$ cat src/rtl/puf_seq_pkg.sv
package puf_seq_pkg;
    typedef enum logic [2:0] {
        S_IDLE,
        S_LOAD,
        S_COUNT,
        S_COMPARE,
        S_DONE
    } seq_state_t;

    localparam int unsigned SETTLE_CYC = 3;
endpackage

$ cat src/rtl/ring_edge_sync.sv
module ring_edge_sync (
    input  logic clk,
    input  logic rst_n,
    input  logic async_in,
    output logic rise
);
    logic meta_q, sync_q, prev_q;

    always_ff @(posedge clk or negedge rst_n) begin
        if (!rst_n) begin
            meta_q <= 1'b0;
            sync_q <= 1'b0;
            prev_q <= 1'b0;
        end else begin
            meta_q <= async_in;
            sync_q <= meta_q;
            prev_q <= sync_q;
        end
    end

    assign rise = sync_q & ~prev_q;
endmodule

$ cat src/rtl/sat_counter.sv
module sat_counter #(
    parameter int unsigned W = 16
) (
    input  logic         clk,
    input  logic         rst_n,
    input  logic         clr,
    input  logic         inc,
    output logic [W-1:0] value,
    output logic         at_max
);
    assign at_max = &value;

    always_ff @(posedge clk or negedge rst_n) begin
        if (!rst_n)               value <= '0;
        else if (clr)             value <= '0;
        else if (inc && !at_max)  value <= value + 1'b1;
    end
endmodule

$ cat src/rtl/ring_select.sv
module ring_select #(
    parameter int unsigned NUM_PAIRS = 32,
    localparam int unsigned PAIR_W   = $clog2(NUM_PAIRS)
) (
    input  logic [2*NUM_PAIRS-1:0] rings,
    input  logic [PAIR_W-1:0]      pair,
    input  logic                   swap,
    output logic [1:0]             sel
);
    logic even_r, odd_r;

    always_comb begin
        even_r = rings[{pair, 1'b0}];
        odd_r  = rings[{pair, 1'b1}];
        sel[0] = swap ? odd_r  : even_r;
        sel[1] = swap ? even_r : odd_r;
    end
endmodule

$ cat src/rtl/ring_pair_puf_seq.sv
module ring_pair_puf_seq
    import puf_seq_pkg::*;
#(
    parameter int unsigned NUM_PAIRS = 32,
    parameter int unsigned NUM_CFG   = 4,
    parameter int unsigned CNT_W     = 16,
    parameter int unsigned WINDOW    = 1000,
    parameter int unsigned RING_LEN  = 8,
    parameter int unsigned REG_W     = 2,
    parameter logic [RING_LEN-1:0] PAT_SEED = 8'h2D,
    localparam int unsigned PAIR_W  = $clog2(NUM_PAIRS),
    localparam int unsigned CFG_W   = $clog2(NUM_CFG),
    localparam int unsigned RESP_W  = NUM_PAIRS * NUM_CFG,
    localparam int unsigned BIT_W   = PAIR_W + CFG_W,
    localparam int unsigned TMR_W   = $clog2(WINDOW + 1)
) (
    input  logic                   clk,
    input  logic                   rst_n,
    input  logic                   start,
    input  logic [NUM_PAIRS-1:0]   challenge,
    input  logic [CFG_W-1:0]       cfg_last,
    input  logic [REG_W-1:0]       region,
    input  logic [2*NUM_PAIRS-1:0] ring_osc,
    output logic                   ring_load,
    output logic [RING_LEN-1:0]    ring_pattern,
    output logic [RESP_W-1:0]      response,
    output logic                   overflow,
    output logic                   done
);
    seq_state_t state_q, state_nx;

    logic [TMR_W-1:0]     tmr_q;
    logic [PAIR_W-1:0]    pair_q;
    logic [CFG_W-1:0]     cfg_q;
    logic [NUM_PAIRS-1:0] chal_q;
    logic [CFG_W-1:0]     cfg_last_q;
    logic [REG_W-1:0]     region_q;
    logic [RESP_W-1:0]    resp_q;
    logic                 ovf_q;

    logic [1:0]           sel;
    logic [1:0]           rise;
    logic [1:0]           at_max;
    logic [CNT_W-1:0]     cnt [2];
    logic [CNT_W-1:0]     cnt_a, cnt_b;
    logic                 last_slot;
    logic [BIT_W-1:0]     bit_idx;

    function automatic logic [RING_LEN-1:0] rot_left(input logic [RING_LEN-1:0] v,
                                                     input int n);
        return (v << n) | (v >> (RING_LEN - n));
    endfunction

    ring_select #(.NUM_PAIRS(NUM_PAIRS)) u_sel (
        .rings (ring_osc),
        .pair  (pair_q),
        .swap  (chal_q[pair_q]),
        .sel   (sel)
    );

    for (genvar g = 0; g < 2; g++) begin : g_lane
        ring_edge_sync u_sync (
            .clk      (clk),
            .rst_n    (rst_n),
            .async_in (sel[g]),
            .rise     (rise[g])
        );
        sat_counter #(.W(CNT_W)) u_cnt (
            .clk    (clk),
            .rst_n  (rst_n),
            .clr    (state_q == S_LOAD),
            .inc    ((state_q == S_COUNT) && rise[g]),
            .value  (cnt[g]),
            .at_max (at_max[g])
        );
    end

    assign cnt_a     = cnt[0];
    assign cnt_b     = cnt[1];
    assign last_slot = (pair_q == PAIR_W'(NUM_PAIRS - 1)) && (cfg_q == cfg_last_q);
    assign bit_idx   = {cfg_q, pair_q};

    // next-state decision
    always_comb begin
        state_nx = state_q;
        unique case (state_q)
            S_IDLE:    if (start) state_nx = S_LOAD;
            S_LOAD:    if (tmr_q == TMR_W'(SETTLE_CYC - 1)) state_nx = S_COUNT;
            S_COUNT:   if (tmr_q == TMR_W'(WINDOW - 1)) state_nx = S_COMPARE;
            S_COMPARE: state_nx = last_slot ? S_DONE : S_LOAD;
            S_DONE:    state_nx = S_IDLE;
            default:   state_nx = S_IDLE;
        endcase
    end

    // state register and phase timer
    always_ff @(posedge clk or negedge rst_n) begin
        if (!rst_n) begin
            state_q <= S_IDLE;
            tmr_q   <= '0;
        end else begin
            state_q <= state_nx;
            tmr_q   <= (state_nx != state_q) ? '0 : tmr_q + 1'b1;
        end
    end

    // run context, slot pointers and result capture
    always_ff @(posedge clk or negedge rst_n) begin
        if (!rst_n) begin
            pair_q     <= '0;
            cfg_q      <= '0;
            chal_q     <= '0;
            cfg_last_q <= '0;
            region_q   <= '0;
            resp_q     <= '0;
            ovf_q      <= 1'b0;
        end else begin
            unique case (state_q)
                S_IDLE: if (start) begin
                    chal_q     <= challenge;
                    cfg_last_q <= cfg_last;
                    region_q   <= region;
                    resp_q     <= '0;
                    ovf_q      <= 1'b0;
                    pair_q     <= '0;
                    cfg_q      <= '0;
                end
                S_COMPARE: begin
                    resp_q[bit_idx] <= (cnt_a > cnt_b);
                    ovf_q           <= ovf_q | (|at_max);
                    if (last_slot) begin
                        pair_q <= '0;
                        cfg_q  <= '0;
                    end else if (pair_q == PAIR_W'(NUM_PAIRS - 1)) begin
                        pair_q <= '0;
                        cfg_q  <= cfg_q + 1'b1;
                    end else begin
                        pair_q <= pair_q + 1'b1;
                    end
                end
                default: ;
            endcase
        end
    end

    // outputs
    always_comb begin
        ring_load    = (state_q == S_LOAD) && (tmr_q == '0);
        done         = (state_q == S_DONE);
        ring_pattern = rot_left(PAT_SEED,
                                (int'(region_q) * int'(NUM_CFG) + int'(cfg_q)) % int'(RING_LEN));
        response     = resp_q;
        overflow     = ovf_q;
    end
endmodule

$ cat config.mk
export PLATFORM = sky130hd
export DESIGN_NAME = ring_pair_puf_seq
export DESIGN_NICKNAME = d
export VERILOG_FILES = /design/src/rtl/puf_seq_pkg.sv /design/src/rtl/ring_edge_sync.sv /design/src/rtl/sat_counter.sv /design/src/rtl/ring_select.sv /design/src/rtl/ring_pair_puf_seq.sv
export SDC_FILE = /design/constraint.sdc
export NUM_CORES = 1
export LEC_CHECK = 0
export CAP_MARGIN = 20
export CORE_MARGIN = 3
export CORE_UTILIZATION = 52
export DETAILED_ROUTE_END_ITERATION = 10
export GPL_TIMING_DRIVEN = 0
export PLACE_DENSITY = 0.9
export SYNTH_ARGS = -nofsm -noshare
export SYNTH_HDL_FRONTEND = slang
export SYNTH_SLANG_ARGS = --single-unit
$ cat constraint.sdc
create_clock -name clk -period 2.53 [get_ports clk]
set_input_delay 0.3795 -clock clk [delete_from_list [all_inputs] [get_ports clk]]
set_output_delay 0.3795 -clock clk [all_outputs]
set_load 0.02 [all_outputs]
# Word-level counts from Yosys, hierarchy flattened
# Index checks and enable logic that the tools add are counted.
[op_classes]
n_shift = 2
n_reduce_logical = 21
eq_ne = 11
muxes = 33
addsub = 7
bitwise_logic = 7
order_cmp = 6
[op_table]
columns = ["cell", "count"]
rows = [
  ["one-hot mux 128 bit (2 select lines)", 1],
  ["bitwise mux 128 bit", 1],
  ["two-way mux 128 bit", 1],
  ["two-way mux 16 bit", 4],
  ["adder 16 x 1 -> 16 bit (second input constant)", 2],
  ["AND reduction 16 bit", 2],
  ["left shift 6 x 32 -> 8 bit (first input constant)", 1],
  ["right shift 6 x 32 -> 8 bit (first input constant)", 1],
  ["> comparator 16 bit", 1],
  ["binary-select mux 1 bit (select 5 bit)", 3],
  ["two-way mux 5 bit", 3],
  ["< comparator 6 x 7 -> 1 bit (second input constant)", 2],
  ["two-way mux 3 bit", 4],
  ["one-hot mux 3 bit (4 select lines)", 1],
  ["adder 10 x 1 -> 10 bit (second input constant)", 1],
  ["equality test 10 bit (second input constant)", 1],
  ["equality test 10 x 2 -> 1 bit (second input constant)", 1],
  ["zero test 10 bit", 1],
  ["two-way mux 10 bit", 1],
  ["one-hot mux 5 bit (2 select lines)", 1],
  ["< comparator 7 x 8 -> 1 bit (second input constant)", 1],
  ["OR 8 bit", 1],
  ["demux 1 bit (select 7 bit)", 1],
  [">= comparator 7 x 1 -> 1 bit (second input constant)", 1],
  ["other kinds (29)", 50],
]
[word_totals]
out_inout_bits = 139
in_bits = 103
register_bits = 222
wordCells = 104

# Longest topological paths before layout
# Gate-level depths: netlist (run 1).
[logic_depth]
word_depth = 6
mapped_depth = 10
ltp_nobuf = 8

# Hierarchy
# From an unflattened synthesis (run 1), not the netlist that was laid out.
[unflattened]
cells_unflattened = 1133
hier_area_um2 = 11486.0
[modules_own_cells]
columns = ["module", "cells_per_inst", "instances", "area_per_inst_um2", "seq_area_each_um2"]
rows = [
  ["ring_pair_puf_seq", 870, 1, 8864.8, 4604.4],
  ["sat_counter", 89, 2, 903.4, 400.4],
  ["ring_select", 77, 1, 636.9, 0.0],
  ["ring_edge_sync", 4, 2, 88.8, 75.1],
]

# Worst setup path after synthesis (run 1)
# Ideal clock, no wire load.
[synth_timing]
path_kind = "register to output"
startpoint = "reg cfg_q[0]"
endpoint = "out ring_pattern[0]"
stages_incl_launch_ff = 8
path_buffers = 1
required_ps = 2151
path_slack_ps = 133
arrival_time_ps = 2018
cell_sequence = "dfrtp_1 > clkbuf_1 > inv_1 > ha_1 > ha_1 > nor2_1 > a21oi_1 > o21ai_0"
[synth_between]
elab_chain_cells = 6
word_cells_on_any_way = 7
cone_classes = "add/sub: 2; shift: 2; bitwise: 2; reduce/logical: 1"
[synth_rtl]
columns = ["element", "line", "rtl"]
rows = [
  ["from (decl)", "ring_pair_puf_seq.sv:34", "logic [CFG_W-1:0] cfg_q;"],
  ["from (signal assigned)", "ring_pair_puf_seq.sv:136", "cfg_q <= cfg_q + 1'b1;"],
  ["adder 3 x 2 -> 3 bit *", "ring_pair_puf_seq.sv:151", "(int'(region_q) * int'(NUM_CFG) + int'(cfg_q)) % int'(RING_LEN));"],
  ["OR reduction 3 bit (no source line)", "--", ""],
  ["AND 1 bit (no source line)", "--", ""],
  ["subtractor 5 x 4 -> 6 bit", "ring_pair_puf_seq.sv:51", "return (v << n) | (v >> (RING_LEN - n));"],
  ["right shift 6 x 32 -> 8 bit", "ring_pair_puf_seq.sv:51", ""],
  ["OR 8 bit *", "ring_pair_puf_seq.sv:51", ""],
  ["to (decl)", "ring_pair_puf_seq.sv:25", "output logic [RING_LEN-1:0] ring_pattern,"],
]
# Mark *: on every way between the ends. The rest lies on a longest branch, timed or not.

# Worst setup path after layout (run 1)
[layout_timing]
startpoint = "reg g_lane[1].u_cnt.value[13]"
endpoint = "reg resp_q[114], in the netlist response[114]"
[layout_between]
elab_chain_cells = 3
[layout_rtl]
columns = ["element", "line", "rtl"]
rows = [
  ["from (decl)", "sat_counter.sv:8", "output logic [W-1:0] value,"],
  ["from (signal assigned)", "sat_counter.sv:16", "else if (inc && !at_max) value <= value + 1'b1;"],
  ["> comparator 16 bit", "ring_pair_puf_seq.sv:129", "resp_q[bit_idx] <= (cnt_a > cnt_b);"],
  ["bitwise mux 128 bit", "ring_pair_puf_seq.sv:129", ""],
  ["one-hot mux 128 bit (2 select lines)", "ring_pair_puf_seq.sv:118", "unique case (state_q)"],
  ["to (signal, indexed assignment)", "ring_pair_puf_seq.sv:129", ""],
  ["to (decl)", "ring_pair_puf_seq.sv:38", "logic [RESP_W-1:0] resp_q;"],
]
# No other way between the ends.
# A chain may end at the register's enable or synchronous reset.

==> results.json, run 1 <==
{
  "die_area_mm2": 0.0236,
  "grt_setup_unrepaired": "true",
  "synth_cell_type_count": 64,
  "clock_latency_ns": 0.54,
  "setup_violations": 0,
  "number_of_enable_flip_flop_cells_after_synthesis": 0,
  "dp_slack_ns": -0.570,
  "post_route_cells_drive_above_1_share_pct": 9.66,
  "power_density_mw_per_mm2": 650,
  "post_dp_cell_area_mm2": 0.0141,
  "ys_seq_elements": 222,
  "min_period_over_period_pct": 97.3,
  "report.power.total_w": 0.00976,
  "grtUsageMet1_pct": 41.0,
  "timing.final.crit_period_ns": 2.46,
  "max_cap_viol_count": 0,
  "worst_setup_path_end_kind": "register",
  "r2r.worst_path.cells": 10,
  "h_tree_level_count": 1,
  "hold_path_class": "register to register",
  "max-vdd-ir-drop_uv": 591,
  "async_set_or_reset_flop_fraction_in_the_synthesized_netlist_pct": 100,
  "fin_nets": 1515,
  "chipHeight_um": 154,
  "clock-skew-final_ns": 0.0268,
  "antenna_cells": 0,
  "postSynthNetCount": 1244,
  "outcome": "completed",
  "synthesis.yosys.warnings": 0,
  "leading_cell_type_in_the_layout_fill_and_taps_excluded": "sky130_fd_sc_hd__clkdlybuf4s50_1",
  "data_arrival_time_at_the_worst_slack_endpoint_ns": 2.84,
  "grt_first_pass_wirelength_mm": 59.8,
  "grt_max_degree": 125,
  "io-pin-count": 242,
  "critPathMaxFanout": 10,
  "leakage_nw": 5.85,
  "timing.final.ws_setup_ns": 0.0690,
  "placement_rows": 53,
  "tns_ns": 0,
  "synth_area_per_cell_um2": 10.2,
  "worst_hold_path.num_cells": 0,
  "detailedRoute.firstIterationViolations": 1116,
  "fin_worst_hold_slack_ns": 0.349,
  "max_clock_freq_ghz": 0.406,
  "grtUsageMet3_pct": 7.32,
  "mostFrequentLayoutCells": "sky130_fd_sc_hd__clkdlybuf4s50_1, sky130_fd_sc_hd__dfrtp_1, sky130_fd_sc_hd__nand2_1, sky130_fd_sc_hd__o211ai_1, sky130_fd_sc_hd__o31ai_1",
  "synth_area_mm2": 0.0113,
  "critPathLaunchType": "register",
  "via_count_of_the_first_global_routing_pass": 10700,
  "cts_made_buffers": 24,
  "cts.clk_slew.worst_paths_ns": 0.06,
  "cell_area_after_layout_mm2": 0.0150,
  "layout.filler_cells": 1470,
  "top_usage_layer": "met2",
  "area_delta_synth_final_pct": 32.5,
  "io_buffer_count": 240,
  "final_max_slew_viol_count": 0,
  "tightestPinTransition_ns": 0.848,
  "wire_per_inst_um": 22.9,
  "groute.usage.overall_pct": 31.4,
  "avgViaCountPerCell": 6.44,
  "initial_utilization_pct": 53.4,
  "grt_util_met2_pct": 51.4,
  "synth_cells": 1110,
  "cts_tree": "done",
  "drtPass1Iterations": 6,
  "finalHoldViolations": 0,
  "postRouteAntennaNets": 0,
  "cts.root.buffer_cell": "sky130_fd_sc_hd__clkbuf_16",
  "hpwlAfterDp_mm": 26.9,
  "core_area_mm2": 0.0212,
  "cts_buffer_depth": 3,
  "numClockSinks": 222,
  "die-width_um": 154,
  "worstSetupPathType": "register to register",
  "gr-total-overflow": 0,
  "main_flop_type_after_synthesis": "sky130_fd_sc_hd__dfrtp_1",
  "via_count": 10800,
  "crit_required_ns": 2.91,
  "wirelength_mm": 38.2,
  "post-route-drc-count": 0,
  "seq_area_frac_synth_pct": 49.0,
  "number_of_antenna_violations_at_the_first_check_in_global_routing": 0,
  "max-slew-margin-rel_pct": 43.4,
  "gp_congestion": 0.904
}
worst max-delay path: stages, from the launching register on:
cell and delay (ns):
sky130_fd_sc_hd__dfrtp_1 0.40, sky130_fd_sc_hd__inv_1 0.10, sky130_fd_sc_hd__ha_1 0.30, sky130_fd_sc_hd__a21o_1 0.17, sky130_fd_sc_hd__a21o_1 0.18, sky130_fd_sc_hd__a21oi_1 0.15, sky130_fd_sc_hd__o21ai_0 0.18, sky130_fd_sc_hd__o31ai_4 0.29
sky130_fd_sc_hd__buf_6 0.22, sky130_fd_sc_hd__buf_4 0.22, sky130_fd_sc_hd__o31ai_1 0.11
area by class of cell:
class	instances	area, µm²	share of cell area (%)
buffer	101	537	3.57
clock buffer	33	674	4.49
multi-input combinational	758	5240	34.9
clock inverter	9	85.1	0.566
tap	275	344	2.29
sequential	222	5560	37.0
timing repair buffer	247	2480	16.5
inverter	27	105	0.700
cells by family (layout without fill, tap and decap cells):
family | after synthesis | in the layout | synth area share, %
AND/OR/NAND/NOR | 316 | 316 | 13.2
adder cells (fa/ha/maj) | 31 | 31 | 3.42
AO/OA/AOI/OAI | 344 | 344 | 22.4
XOR/XNOR | 41 | 41 | 3.17
flip-flops | 222 | 222 | 49.0
buffers and inverters | 130 | 417 | 5.48
multiplexers | 26 | 26 | 3.27
cell usage after synthesis, drive strengths merged, types with 2 or more instances:
library cell | number | share of area [%]
ha | 31 | 3.4
o2bb2ai | 2 | 0.15
a22o | 6 | 0.46
nor2b | 8 | 0.44
nand4 | 14 | 0.83
inv | 27 | 0.89
and4 | 7 | 0.56
mux4 | 8 | 1.6
clkbuf | 60 | 2.0
o21ai | 18 | 0.79
nor3b | 2 | 0.18
a32oi | 2 | 0.15
nand3 | 41 | 1.8
xnor2 | 23 | 1.8
or3 | 2 | 0.11
a22oi | 6 | 0.40
a21oi | 15 | 0.66
nand2b | 7 | 0.39
dfrtp | 222 | 49
xor2 | 18 | 1.4
o31ai | 131 | 8.7
a211oi | 5 | 0.38
o211ai | 132 | 8.7
and2 | 9 | 0.52
nand2 | 137 | 4.5
and2b | 2 | 0.13
a221oi | 5 | 0.39
o21a | 3 | 0.20
nand3b | 3 | 0.20
nor4 | 3 | 0.30
mux2i | 10 | 0.88
o22ai | 2 | 0.11
a21o | 6 | 0.40
nor2 | 64 | 2.1
a31oi | 4 | 0.22
or2 | 2 | 0.11
nor3 | 4 | 0.26
and3 | 7 | 0.39
buf | 43 | 2.6
mux2 | 8 | 0.79
sequential cells by signal, indices dropped and copies added, names as in the netlist:
| signal | count |
|---|---|
| response | 128 |
| chal_q | 32 |
| g_lane.u_cnt.value | 32 |
| tmr_q | 10 |
| pair_q | 5 |
| state_q | 3 |
| cfg_last_q | 2 |
| cfg_q | 2 |
| g_lane.u_sync.meta_q | 2 |
| g_lane.u_sync.prev_q | 2 |
| g_lane.u_sync.sync_q | 2 |
| overflow | 1 |
| region_q | 1 |
routing by layer:
metal / part of all wire (%) / wire, µm
met1: 38 / 14400
met2: 47 / 18100
met3: 11 / 4110
met4: 4.2 / 1620
met5: 0 / 0
per-stage QoR:
step                utilization [%]  cells
floorplan                         -   1110
global placement               66.4   1625
detailed placement             66.7   1627
CTS                            70.6   1671
global route                   70.8   1672
finish                         70.8   1672
final timing paths:
path,from,end,slack (ns)
worst max-delay path,g_lane[1].u_cnt.value[13],response[114],0.07
worst min-delay path,g_lane[0].u_sync.meta_q,g_lane[0].u_sync.sync_q,0.35
worst max register to register,g_lane[1].u_cnt.value[13],response[114],0.07
worst min register to register,g_lane[0].u_sync.meta_q,g_lane[0].u_sync.sync_q,0.35
max in group asynchronous,rst_n,response[114],1.19
min in group asynchronous,rst_n,tmr_q[8],0.46
power by group:
part	internal, W	switching, W
Sequential	0.00366	0.000132
Clock	0.00197	0.00147
Combinational	0.000982	0.00154
what timing repair did:
item	CTS	global route
setup buffers	3	0
endpoints found under the hold margin	123	0
hold buffers	1	0
gates cloned	0	0
gates resized for setup	42	16
endpoints found under the setup margin	31	45
pin swaps	0	0
Power figures use the tool's default switching activity.
==> inputs of run 2 (changes only) <==
Settings changed: GPL_TIMING_DRIVEN 0 to unset.
==> results.json, run 2 (same netlist as run 1, synthesis figures left out) <==
{
  "outcome": "completed",
  "chipHeight_um": 154,
  "crit_required_ns": 2.92,
  "leakage_nw": 5.85,
  "hpwlAfterDp_mm": 22.4,
  "wl_met1_mm": 13.6,
  "grt_first_pass_wirelength_mm": 53.7,
  "power_density_mw_per_mm2": 671,
  "critPathMaxFanout": 24,
  "drtPass1Iterations": 5,
  "detailedRoute.firstIterationViolations": 854,
  "initial_utilization_pct": 53.4,
  "max_cap_viol_count": 0,
  "gp_congestion": 0.920,
  "io-pin-count": 242,
  "timing.final.crit_period_ns": 2.48,
  "utilization_pct": 70.4,
  "finalHoldViolations": 0,
  "mostFrequentLayoutCells": "sky130_fd_sc_hd__clkdlybuf4s50_1, sky130_fd_sc_hd__dfrtp_1, sky130_fd_sc_hd__nand2_1, sky130_fd_sc_hd__o211ai_1, sky130_fd_sc_hd__o31ai_1",
  "via_count": 9943,
  "avgViaCountPerCell": 6.17,
  "die_area_mm2": 0.0236,
  "gr-total-overflow": 0,
  "dr_wl_met3_mm": 2.31,
  "clock-skew-final_ns": 0.00949,
  "clock_latency_ns": 0.51,
  "p_sw_w": 0.00306,
  "max-slew-margin-rel_pct": 50.2,
  "antenna_cells": 0,
  "numClockSinks": 222,
  "setup_violations": 0,
  "h_tree_level_count": 1,
  "final_max_slew_viol_count": 0,
  "postRouteAntennaNets": 0,
  "hold_path_class": "register to register",
  "power_switching_share_pct": 30.5,
  "die-width_um": 154,
  "cts_made_buffers": 24,
  "max_clock_freq_ghz": 0.404,
  "leading_cell_type_in_the_layout_fill_and_taps_excluded": "sky130_fd_sc_hd__clkdlybuf4s50_1",
  "wire_per_inst_um": 20.8,
  "max-vdd-ir-drop_uv": 792,
  "wirelength_mm": 33.6,
  "min_period_over_period_pct": 97.9,
  "grt_max_degree": 94,
  "tightestPinTransition_ns": 0.746,
  "fin_nets": 1453,
  "core_area_mm2": 0.0212,
  "highest-signal-layer": "met4",
  "cell_area_after_layout_mm2": 0.0149,
  "post-route-drc-count": 0,
  "largest_reg_flops": 128,
  "intPower_w": 0.00697,
  "placement_rows": 53,
  "cts_buffer_depth": 3,
  "via_count_of_the_first_global_routing_pass": 9959,
  "io_buffer_count": 240,
  "area_delta_synth_final_pct": 31.7,
  "share_seq_of_total_power_pct": 37.8,
  "tns_ns": 0,
  "comb_pwr_share_pct": 25.6,
  "worstSetupPathType": "register to register",
  "data_arrival_time_at_the_worst_slack_endpoint_ns": 2.86,
  "p_clk_share_pct": 36.6,
  "groute.usage.overall_pct": 27.7,
  "post_dp_cell_area_mm2": 0.0140,
  "cts_tree": "done",
  "critPathLaunchType": "register",
  "post_route_cells_drive_above_1_share_pct": 9.72,
  "cts.root.buffer_cell": "sky130_fd_sc_hd__clkbuf_16",
  "worst_setup_path_end_kind": "register",
  "met2WireLength_mm": 16.6,
  "number_of_antenna_violations_at_the_first_check_in_global_routing": 0,
  "cts.clk_slew.worst_paths_ns": 0.06
}
-- run 2: cell types whose count changed in the layout (fill, tap and decap cells not counted), moves of 3 or more --
cell	previous run	this run
sky130_fd_sc_hd__clkbuf_1	62	7
sky130_fd_sc_hd__buf_2	23	2
sky130_fd_sc_hd__buf_4	15	35
sky130_fd_sc_hd__buf_6	11	1
sky130_fd_sc_hd__buf_12	0	8
sky130_fd_sc_hd__ha_4	3	0
-- run 2: worst paths after layout --
kind	from	end	slack (ns)	cells after the start
max in group asynchronous	rst_n	response[41]	1.32	3
setup / recovery	g_lane[0].u_cnt.value[15]	response[75]	0.05	9
hold / removal	g_lane[1].u_sync.meta_q	g_lane[1].u_sync.sync_q	0.36	0
hold reg to reg	g_lane[1].u_sync.meta_q	g_lane[1].u_sync.sync_q	0.36	0
min in group asynchronous	rst_n	tmr_q[6]	0.43	2
setup reg to reg	g_lane[0].u_cnt.value[15]	response[75]	0.05	9
-- run 2: layout make-up --
class                      count  area [µm²]
timing repair buffer         286        2870
clock buffer                  37         721
multi-input combinational    758        5230
inverter                      27         101
sequential                   222        5560
clock inverter                 7         110
tap                          275         344
fill                        1526        6280
-- run 2: per-stage QoR --
stage / worst slack [ns] / total power, W / hold slack (ns) / std cells
after global placement: 0.192 / 0.00601 / 0.332 / 1565
final: 0.0540 / 0.0100 / 0.359 / 1612
after floorplan: 0.133 / 0.00539 / 0.0839 / 1110
after CTS: 0.00164 / 0.00975 / 0.357 / 1610
after detailed placement: 0.129 / 0.00607 / 0.339 / 1565
after global routing: -0.0316 / 0.0104 / 0.360 / 1612
-- run 2: repair_timing --
action | in CTS | in global routing
hold endpoints to repair | 67 | 0
cloned | 0 | 1
pin swaps | 0 | 1
buffers inserted | 0 | 1
endpoints found under the setup margin | 7 | 97
gates resized for setup | 22 | 18
hold buffers | 1 | 0
-- run 2: power by group through the flow --
stage | Clock [W] | Sequential (W) | Combinational (W)
after global placement | 0 | 0.00383 | 0.00218
final | 0.00367 | 0.00379 | 0.00257
after detailed placement | 0 | 0.00384 | 0.00223
after CTS | 0.00370 | 0.00378 | 0.00226
after floorplan | 0 | 0.00381 | 0.00158
after global routing | 0.00387 | 0.00380 | 0.00275
-- run 2: metal layers --
| layer | vias to the layer above | track usage, % |
|---|---|---|
| li1 | 4539 | - |
| met1 | 4880 | 37.1 |
| met2 | 450 | 47.0 |
| met3 | 74 | 3.83 |
| met4 | 0 | 8.66 |
| met5 | - | 0 |
-- run 2: critical path: stages, from the launching register on --
cell,delay [ns]
sky130_fd_sc_hd__dfrtp_2,0.47
sky130_fd_sc_hd__ha_1,0.32
sky130_fd_sc_hd__nand4_1,0.13
sky130_fd_sc_hd__or2_0,0.30
sky130_fd_sc_hd__nor2_2,0.19
sky130_fd_sc_hd__o21a_1,0.20
sky130_fd_sc_hd__o31ai_4,0.09
sky130_fd_sc_hd__buf_12,0.17
sky130_fd_sc_hd__buf_12,0.16
sky130_fd_sc_hd__o31ai_1,0.33
==> inputs of run 3 (changes only) <==
Settings changed: PLACE_DENSITY 0.9 to 0.81.
==> results.json, run 3 (same netlist as run 1, synthesis figures left out) <==
{
  "timing.final.ws_setup_ns": 0.112,
  "mostFrequentLayoutCells": "sky130_fd_sc_hd__clkdlybuf4s50_1, sky130_fd_sc_hd__dfrtp_1, sky130_fd_sc_hd__nand2_1, sky130_fd_sc_hd__o211ai_1, sky130_fd_sc_hd__o31ai_1",
  "detailedRoute.firstIterationViolations": 742,
  "hold-path-endpoint": "g_lane[1].u_sync.sync_q",
  "leading_cell_type_in_the_layout_fill_and_taps_excluded": "sky130_fd_sc_hd__clkdlybuf4s50_1",
  "cts.clk_slew.worst_paths_ns": 0.06,
  "tightestPinTransition_ns": 0.688,
  "clock-skew-final_ns": 0.00885,
  "postRouteAntennaNets": 0,
  "worst_setup_path_startpoint": "g_lane[0].u_cnt.value[15]",
  "p_sw_w": 0.00291,
  "wl_met1_mm": 13.0,
  "timing.final.crit_period_ns": 2.42,
  "regToRegEndpoint": "response[7]",
  "met2WireLength_mm": 15.6,
  "fin_nets": 1454,
  "tns_ns": 0,
  "dr_wl_met3_mm": 2.38,
  "r2r-start": "g_lane[0].u_cnt.value[15]",
  "power_density_mw_per_mm2": 633,
  "leakage_nw": 5.80,
  "via_count": 9829,
  "avgViaCountPerCell": 6.10,
  "post-route-drc-count": 0,
  "worst_hold_path.num_cells": 0,
  "core_area_mm2": 0.0212,
  "intPower_w": 0.00648,
  "wirelength_mm": 32.0,
  "gp_congestion": 0.884,
  "max_cap_viol_count": 0,
  "dp_slack_ns": 0.0763,
  "cts.root.buffer_cell": "sky130_fd_sc_hd__clkbuf_16",
  "via_count_of_the_first_global_routing_pass": 9471,
  "dp_cells": 1569,
  "post_route_cells_drive_above_1_share_pct": 9.21,
  "initial_utilization_pct": 53.4,
  "area_delta_synth_final_pct": 30.9,
  "grt_first_pass_wirelength_mm": 51.5,
  "die_area_mm2": 0.0236,
  "gr-total-overflow": 0,
  "power_switching_share_pct": 31.0,
  "comb_pwr_share_pct": 24.3,
  "cts_made_buffers": 23,
  "numClockSinks": 222,
  "wire_per_inst_um": 19.9,
  "data_arrival_time_at_the_worst_slack_endpoint_ns": 2.83,
  "r2r_setup_slack_ns": 0.11,
  "max-slew-margin-rel_pct": 53.9,
  "hold_start": "g_lane[1].u_sync.meta_q",
  "finalHoldViolations": 0,
  "cts_buffer_depth": 3,
  "crit_required_ns": 2.94,
  "largest_reg_flops": 128,
  "critPathMaxFanout": 52,
  "highest-signal-layer": "met4",
  "grt_max_degree": 113,
  "cts_tree": "done",
  "p_clk_share_pct": 35.5,
  "io_buffer_count": 240,
  "min_period_over_period_pct": 95.6,
  "io-pin-count": 242,
  "worstSetupPathType": "register to register",
  "h_tree_level_count": 1,
  "clock_latency_ns": 0.52,
  "outcome": "completed",
  "r2r.worst_path.cells": 9,
  "layoutNonFillerInstCount": 1610,
  "hpwlAfterDp_mm": 21.8,
  "drtPass1Iterations": 5,
  "placement_rows": 53,
  "chipHeight_um": 154,
  "hold_path_class": "register to register",
  "number_of_antenna_violations_at_the_first_check_in_global_routing": 0,
  "groute.usage.overall_pct": 26.5,
  "die-width_um": 154,
  "antenna_cells": 0,
  "max_clock_freq_ghz": 0.414,
  "critPathLaunchType": "register",
  "worst_setup_path_end_kind": "register",
  "share_seq_of_total_power_pct": 40.2,
  "grt_setup_unrepaired": "true",
  "final_max_slew_viol_count": 0,
  "setup_violations": 0,
  "max-vdd-ir-drop_uv": 709
}
==> run 3: changes by cell type in the layout (fill, tap and decap cells not counted), sizes merged <==
cell,before,now
clkinv,4,1
clkinvlp,0,1
inv,27,28
buf,48,53
bufinv,3,1
clkbuf,40,36
==> run 3: power by group through the flow <==
stage	sequential, W	combinational [W]	clock (W)
global placement	0.00383	0.00222	0
detailed placement	0.00384	0.00227	0
floorplan	0.00381	0.00158	0
global route	0.00379	0.00248	0.00353
finish	0.00378	0.00228	0.00333
CTS	0.00378	0.00228	0.00339
==> run 3: worst max-delay path: stages (launching register included) <==
cell                      delay [ns]
sky130_fd_sc_hd__dfrtp_1        0.48
sky130_fd_sc_hd__ha_1           0.35
sky130_fd_sc_hd__nand4_1        0.12
sky130_fd_sc_hd__or2_0          0.27
sky130_fd_sc_hd__nor2_1         0.17
sky130_fd_sc_hd__o21a_1         0.19
sky130_fd_sc_hd__o31ai_4        0.09
sky130_fd_sc_hd__buf_12         0.15
sky130_fd_sc_hd__buf_12         0.18
sky130_fd_sc_hd__o31ai_1        0.29
==> run 3: what timing repair did <==
item / in CTS / in global routing
setup buffers: 0 / 0
pin swaps: 0 / 0
hold buffers: 1 / 0
hold endpoints to repair: 50 / 0
resized for setup: 27 / 10
setup endpoints to repair: 7 / 38
==> run 3: layer usage <==
metal / track usage, % / vias to the layer above
li1: - / 4540
met1: 35.5 / 4801
met2: 43.6 / 415
met3: 5.12 / 73
met4: 9.25 / 0
met5: 0 / -
==> run 3: how the worst max path moves through the flow <==
| stage | endpoint | slack [ns] | cells past startpoint |
|---|---|---|---|
| global route | response[116] | -0.02 | 6 |
| global placement | ring_pattern[0] | 0.10 | 7 |
| detailed placement | ring_pattern[0] | 0.08 | 7 |
| floorplan | ring_pattern[0] | 0.13 | 7 |
| CTS | ring_pattern[2] | 0.01 | 5 |
| finish | response[7] | 0.11 | 9 |
==> run 3: cell type report <==
cell class | instances | area [µm²]
multi-input cells | 758 | 5220
clock buffers | 36 | 674
flip-flops and latches | 222 | 5560
repair buffers | 288 | 2890
clock inverters | 4 | 62.6
fillers | 1591 | 6370
inverters | 27 | 101
well taps | 275 | 344
==> run 3: through the flow <==
stage               area [µm²]  hold WS (ns)  utilization (%)  power, W
global placement         14100         0.333             66.4   0.00605
floorplan                11300        0.0839                -   0.00539
detailed placement       14100         0.331             66.4   0.00611
CTS                      14800         0.349             69.9   0.00945
finish                   14800         0.347             70.0   0.00939
global route             14800         0.366             70.0   0.00980
